**config.mk**
```make
export PLATFORM = sky130hd
export DESIGN_NAME = snap_reg_guard
export DESIGN_NICKNAME = d
export VERILOG_FILES = /design/src/rtl/snapchk_pkg.sv /design/src/rtl/snap_capture.sv /design/src/rtl/snap_access_judge.sv /design/src/rtl/snap_reg_guard.sv
export SDC_FILE = /design/constraint.sdc
export NUM_CORES = 1
export LEC_CHECK = 0
export BUFFER_PORTS_ARGS = -buffer_cell sky130_fd_sc_hd__buf_2
export CAP_MARGIN = 40
export CORE_MARGIN = 3
export CORE_UTILIZATION = 25
export DETAILED_ROUTE_END_ITERATION = 7
export PLACE_DENSITY = 0.48
export SYNTH_ARGS = -nofsm -noshare
export SYNTH_HDL_FRONTEND = slang
export SYNTH_SLANG_ARGS = --single-unit
```
**constraint.sdc**
```tcl
create_clock -name clk -period 2 [get_ports clk]
set_clock_uncertainty 0.2 [all_clocks]
set_input_delay 0.2 -clock clk [delete_from_list [all_inputs] [get_ports clk]]
set_output_delay 0.2 -clock clk [all_outputs]
set_load 0.02 [all_outputs]
```
**src/rtl/snapchk_pkg.sv**
```systemverilog
package snapchk_pkg;
    localparam int SNAP_W = 64;
    localparam int SYN_W  = 6;

    localparam logic [SYN_W-1:0] SYN_SYSREG = 6'h18;

    localparam logic [1:0] ENC_OP0 = 2'b10;
    localparam logic [2:0] ENC_OP1 = 3'b000;
    localparam logic [3:0] ENC_CRN = 4'b1110;
    localparam logic [3:0] ENC_CRM = 4'b1100;
    localparam logic [2:0] ENC_OP2 = 3'b000;

    typedef enum logic [1:0] {
        OUT_DATA    = 2'd0,
        OUT_UNDEF   = 2'd1,
        OUT_TRAP_L2 = 2'd2,
        OUT_TRAP_L3 = 2'd3
    } outcome_e;

    typedef struct packed {
        logic              valid;
        outcome_e          code;
        logic [SNAP_W-1:0] data;
        logic [SYN_W-1:0]  syn;
    } rsp_t;
endpackage

```
**src/rtl/snap_capture.sv**
```systemverilog
module snap_capture #(
    parameter int W = 64
) (
    input  logic         clk,
    input  logic         rst_n,
    input  logic [W-1:0] cnt_value,
    input  logic         cap_valid,
    output logic [W-1:0] snap
);
    logic [W-1:0] snap_d, snap_q;

    always_comb begin
        snap_d = snap_q;
        if (cap_valid) snap_d = cnt_value;
    end

    always_ff @(posedge clk) begin
        if (!rst_n) snap_q <= '0;
        else        snap_q <= snap_d;
    end

    assign snap = snap_q;

    // a capture loads the counter value
    p_capture_load_r1: assert property (@(posedge clk) disable iff (!rst_n)
        cap_valid |=> snap_q == $past(cnt_value));
    // without a capture the snapshot holds
    p_capture_hold_r1: assert property (@(posedge clk) disable iff (!rst_n)
        !cap_valid |=> $stable(snap_q));
endmodule

```
**src/rtl/snap_access_judge.sv**
```systemverilog
module snap_access_judge
    import snapchk_pkg::*;
(
    input  logic [1:0] rd_op0,
    input  logic [2:0] rd_op1,
    input  logic [3:0] rd_crn,
    input  logic [3:0] rd_crm,
    input  logic [2:0] rd_op2,
    input  logic [1:0] rd_level,
    input  logic       has_l3,
    input  logic       l2_active,
    input  logic       fgt_present,
    input  logic       mon_fgt_en,
    input  logic       hyp_rd_allow,
    input  logic       mon_en,
    input  logic       undef_early,
    input  logic       undef_late,
    output logic       enc_hit,
    output outcome_e   verdict
);
    logic mon_block;
    logic early_undef;
    logic fgt_trap;

    always_comb begin
        enc_hit = (rd_op0 == ENC_OP0) && (rd_op1 == ENC_OP1) &&
                  (rd_crn == ENC_CRN) && (rd_crm == ENC_CRM) &&
                  (rd_op2 == ENC_OP2);

        mon_block   = has_l3 && !mon_en;
        early_undef = mon_block && undef_early;
        fgt_trap    = l2_active && fgt_present &&
                      ((has_l3 && !mon_fgt_en) || !hyp_rd_allow);

        verdict = OUT_DATA;
        case (rd_level)
            2'd0: verdict = OUT_UNDEF;
            2'd1: begin
                if (early_undef)    verdict = OUT_UNDEF;
                else if (fgt_trap)  verdict = OUT_TRAP_L2;
                else if (mon_block) verdict = undef_late ? OUT_UNDEF : OUT_TRAP_L3;
            end
            2'd2: begin
                if (early_undef)    verdict = OUT_UNDEF;
                else if (mon_block) verdict = undef_late ? OUT_UNDEF : OUT_TRAP_L3;
            end
            default: verdict = OUT_DATA;
        endcase
    end
endmodule

```
**src/rtl/snap_reg_guard.sv**
```systemverilog
module snap_reg_guard
    import snapchk_pkg::*;
#(
    parameter int DATA_W = SNAP_W
) (
    input  logic              clk,
    input  logic              rst_n,
    input  logic [DATA_W-1:0] cnt_value,
    input  logic              cap_valid,
    input  logic              rd_req,
    input  logic [1:0]        rd_op0,
    input  logic [2:0]        rd_op1,
    input  logic [3:0]        rd_crn,
    input  logic [3:0]        rd_crm,
    input  logic [2:0]        rd_op2,
    input  logic [1:0]        rd_level,
    input  logic              has_l3,
    input  logic              l2_active,
    input  logic              fgt_present,
    input  logic              mon_fgt_en,
    input  logic              hyp_rd_allow,
    input  logic              mon_en,
    input  logic              undef_early,
    input  logic              undef_late,
    output logic              rsp_valid,
    output logic [1:0]        rsp_code,
    output logic [DATA_W-1:0] rsp_data,
    output logic [SYN_W-1:0]  rsp_syndrome
);
    logic [DATA_W-1:0] snap;
    logic              enc_hit;
    outcome_e          verdict;

    typedef struct packed {
        logic              valid;
        outcome_e          code;
        logic [DATA_W-1:0] data;
        logic [SYN_W-1:0]  syn;
    } resp_t;

    resp_t rsp_d, rsp_q;

    snap_capture #(.W(DATA_W)) u_capture (
        .clk      (clk),
        .rst_n    (rst_n),
        .cnt_value(cnt_value),
        .cap_valid(cap_valid),
        .snap     (snap)
    );

    snap_access_judge u_judge (
        .rd_op0      (rd_op0),
        .rd_op1      (rd_op1),
        .rd_crn      (rd_crn),
        .rd_crm      (rd_crm),
        .rd_op2      (rd_op2),
        .rd_level    (rd_level),
        .has_l3      (has_l3),
        .l2_active   (l2_active),
        .fgt_present (fgt_present),
        .mon_fgt_en  (mon_fgt_en),
        .hyp_rd_allow(hyp_rd_allow),
        .mon_en      (mon_en),
        .undef_early (undef_early),
        .undef_late  (undef_late),
        .enc_hit     (enc_hit),
        .verdict     (verdict)
    );

    always_comb begin
        rsp_d       = '0;
        rsp_d.code  = OUT_DATA;
        if (rd_req && enc_hit) begin
            rsp_d.valid = 1'b1;
            rsp_d.code  = verdict;
            rsp_d.data  = (verdict == OUT_DATA) ? snap : '0;
            rsp_d.syn   = (verdict == OUT_TRAP_L2 || verdict == OUT_TRAP_L3)
                          ? SYN_SYSREG : '0;
        end
    end

    always_ff @(posedge clk) begin
        if (!rst_n) begin
            rsp_q      <= '0;
            rsp_q.code <= OUT_DATA;
        end else begin
            rsp_q <= rsp_d;
        end
    end

    assign rsp_valid    = rsp_q.valid;
    assign rsp_code     = rsp_q.code;
    assign rsp_data     = rsp_q.data;
    assign rsp_syndrome = rsp_q.syn;

    // no request, no response in the next cycle
    p_no_spurious_r3: assert property (@(posedge clk) disable iff (!rst_n)
        !rd_req |=> !rsp_valid);
    // level-0 reads are refused as undefined
    p_level0_undef_r4: assert property (@(posedge clk) disable iff (!rst_n)
        (rd_req && enc_hit && rd_level == 2'd0) |=> (rsp_valid && rsp_code == 2'd1));
    // level-3 reads always return data
    p_level3_data_r9: assert property (@(posedge clk) disable iff (!rst_n)
        (rd_req && enc_hit && rd_level == 2'd3) |=> (rsp_valid && rsp_code == 2'd0));
    // trap outcomes carry the syndrome class
    p_trap_syndrome_r10: assert property (@(posedge clk) disable iff (!rst_n)
        (rsp_valid && rsp_code[1]) |-> rsp_syndrome == SYN_SYSREG);
    // refused reads leak no data
    p_refused_zero_r11: assert property (@(posedge clk) disable iff (!rst_n)
        (rsp_valid && rsp_code != 2'd0) |-> rsp_data == '0);
    // granted reads return the pre-edge snapshot
    p_grant_data_r11: assert property (@(posedge clk) disable iff (!rst_n)
        (rd_req && enc_hit && verdict == OUT_DATA) |=> rsp_data == $past(snap));
endmodule

```
==> impl_metrics.toml <==
[status]
status = "complete, no violations"

[cts]
clkTransAtPathRegs_ps = 60
clk_latency_ps = 400
cts_made_buffers = 17
clk_path_buf_depth = 2
cts-root-buf = "clkbuf_16"
h-tree-depth = 4
numClockSinks = 132
cts_tree = "built"
postCtsSetupBuffers = 0

[timing]
setup_viol = 0
relSlewSlack = 0.593
slew_violations = 0
finalHoldViolCount = 0
fmax_ghz = 0.635
fin_crit_sh = 0.787
worst_pin_slew_ps = 611
period_minus_slack_ps = 1570
grt_setup_unrepaired = "no"

[yosys]
synthCells = 459
synth.avg_cell_area_um2 = 11.4
syn-cell-area_um2 = 5240
yosysSeqAreaShare = 0.504
synth.distinct_cells = 25
synth_warnings = 0
synth-seq-cells = 132

[place]
place_congestion = 0.725
placed_cell_area_um2 = 6390
hpwl_um = 8940
place.port_buffers = 162

[worst_setup_path]
crit_arrival_ps = 1680
cp_data_required_time_ps = 2110
start_kind = "input pin"
cp_max_fo = 22
critPathKind = "in -> reg"
startpoint = "rd_op1[1]"
cp-end-kind = "flop"
rr_startpoint = "u_capture.snap[46]"

[grt]
grt_usage = 0.123
grt_overflow = 0
antenna_found_initial = 0
grt_pass1_vias = 4256
grt_max_degree = 65
grt_pass1_wl_um = 21900

[cells_and_area]
insertedDiodeCount = 0
drive_gt1_frac = 0.421
final_common_cell = "buf_2"
final_area_um2 = 7670
layout_common_cells = "buf_2, dfxtp_1, dlygate4sd3_1"
fin_nets = 775
syn_to_final_growth_pct = 46.4

[drt]
drt_iter0_markers = 122
wl_per_cell_um = 14.2
post-route-drc-count = 0
wl_um = 13700
first_pass_iters = 4
viasPerCell = 4.24
routed-via-count = 4087
ant_nets = 0

[worst_hold_path]
min-delay-start = "rd_crm[0]"
min_path_type = "in -> reg"

[floorplan]
design.die.area_um2 = 22700
fp.dieH_um = 151
pin_count = 167
core_um2 = 20400
rows = 52
start_util = 0.256
die_w_um = 151

[pwr]
leakage_nw = 3.15
total_power_mw = 6.57
powerDensity_nw_per_um2 = 856
ir_drop_uv = 463

[job]
maxCapViolCount = 0
state kept, by name, indices dropped and copies added, names as in the netlist:
signal / count
rsp_valid: 1
rsp_code: 2
u_capture.snap: 64
rsp_data: 64
rsp_syndrome: 1
worst max-delay path: stages:
cell     delay, ps
buf_2           90
or4b_1         570
nor3b_4        250
buf_12         160
buf_12         160
nand2_1         70
nor4_1         160
routing by layer:
layer	share of wire	GRT usage
met5	0	0
met2	0.47	0.201
met3	0.060	0.0395
met1	0.46	0.157
met4	0.0093	0.0349
Yosys cell counts:
| cell | number | area [um2] |
|---|---|---|
| nor4b_1 | 1 | 8.76 |
| a211oi_1 | 1 | 7.51 |
| nor4_2 | 60 | 751 |
| and2_1 | 3 | 18.8 |
| nand2_1 | 47 | 176 |
| nand4b_1 | 1 | 8.76 |
| a2111oi_0 | 3 | 26.3 |
| a21o_1 | 1 | 7.51 |
| or4b_1 | 1 | 10.0 |
| clkbuf_1 | 15 | 56.3 |
| and3_1 | 1 | 6.26 |
| o31ai_1 | 1 | 7.51 |
| buf_6 | 9 | 101 |
| nand2_2 | 20 | 125 |
| nor3b_2 | 1 | 12.5 |
| nor4_1 | 5 | 31.3 |
| mux2i_1 | 64 | 641 |
| nor2b_1 | 65 | 407 |
| dfxtp_1 | 132 | 2640 |
| buf_4 | 6 | 45.0 |
| buf_2 | 14 | 70.1 |
| nand2b_1 | 4 | 25.0 |
| buf_12 | 2 | 40.0 |
| or3_4 | 1 | 11.3 |
| conb_1 | 1 | 3.75 |
cell families after synthesis:
logic type,Yosys count,synth area share
multiplexers,64,0.122
other,1,0.000716
buffers and inverters,46,0.0597
AO/OA/AOI/OAI,6,0.00931
AND/OR/NAND/NOR,210,0.304
flip-flops,132,0.504
where the power goes:
part           switching [mW]  total (mW)  internal [mW]
sequential             0.0437        2.75           2.71
combinational           0.252       0.547          0.295
clock                    1.12        3.27           2.15
total                    1.42        6.57           5.15
stage by stage:
stage	setup TNS [ps]	utilization	cells	hold slack [ps]	worst slack, ps
CTS	0	0.375	964	51.7	440
global placement	0	0.313	866	227	12.1
floorplan	0	-	462	169	292
global route	0	0.375	964	80.1	358
finish	0	0.375	964	74.8	425
detailed placement	-0.110	0.313	866	231	-0.110
final timing paths:
| check | endpoint | slack (ps) | cells past startpoint |
|---|---|---|---|
| hold / removal | rsp_valid | 70 | 4 |
| setup reg to reg | u_capture.snap[46] | 650 | 3 |
| hold reg to reg | rsp_data[26] | 240 | 2 |
| setup / recovery | rsp_data[27] | 430 | 7 |
layout make-up:
cell class              count  area [um2]
fillers                  2027       12800
flip-flops and latches    132        2640
multi-input cells         284        2320
repair buffers            246        1750
clock buffers              23         468
well taps                 270         338
clock inverters             9         151
what timing repair did:
item | CTS | global route
hold endpoints to repair | 64 | 0
resized for setup | 0 | 0
hold buffers | 66 | 0
endpoints found under the setup margin | 0 | 0
No activity file was read; power rests on OpenSTA's default activity.
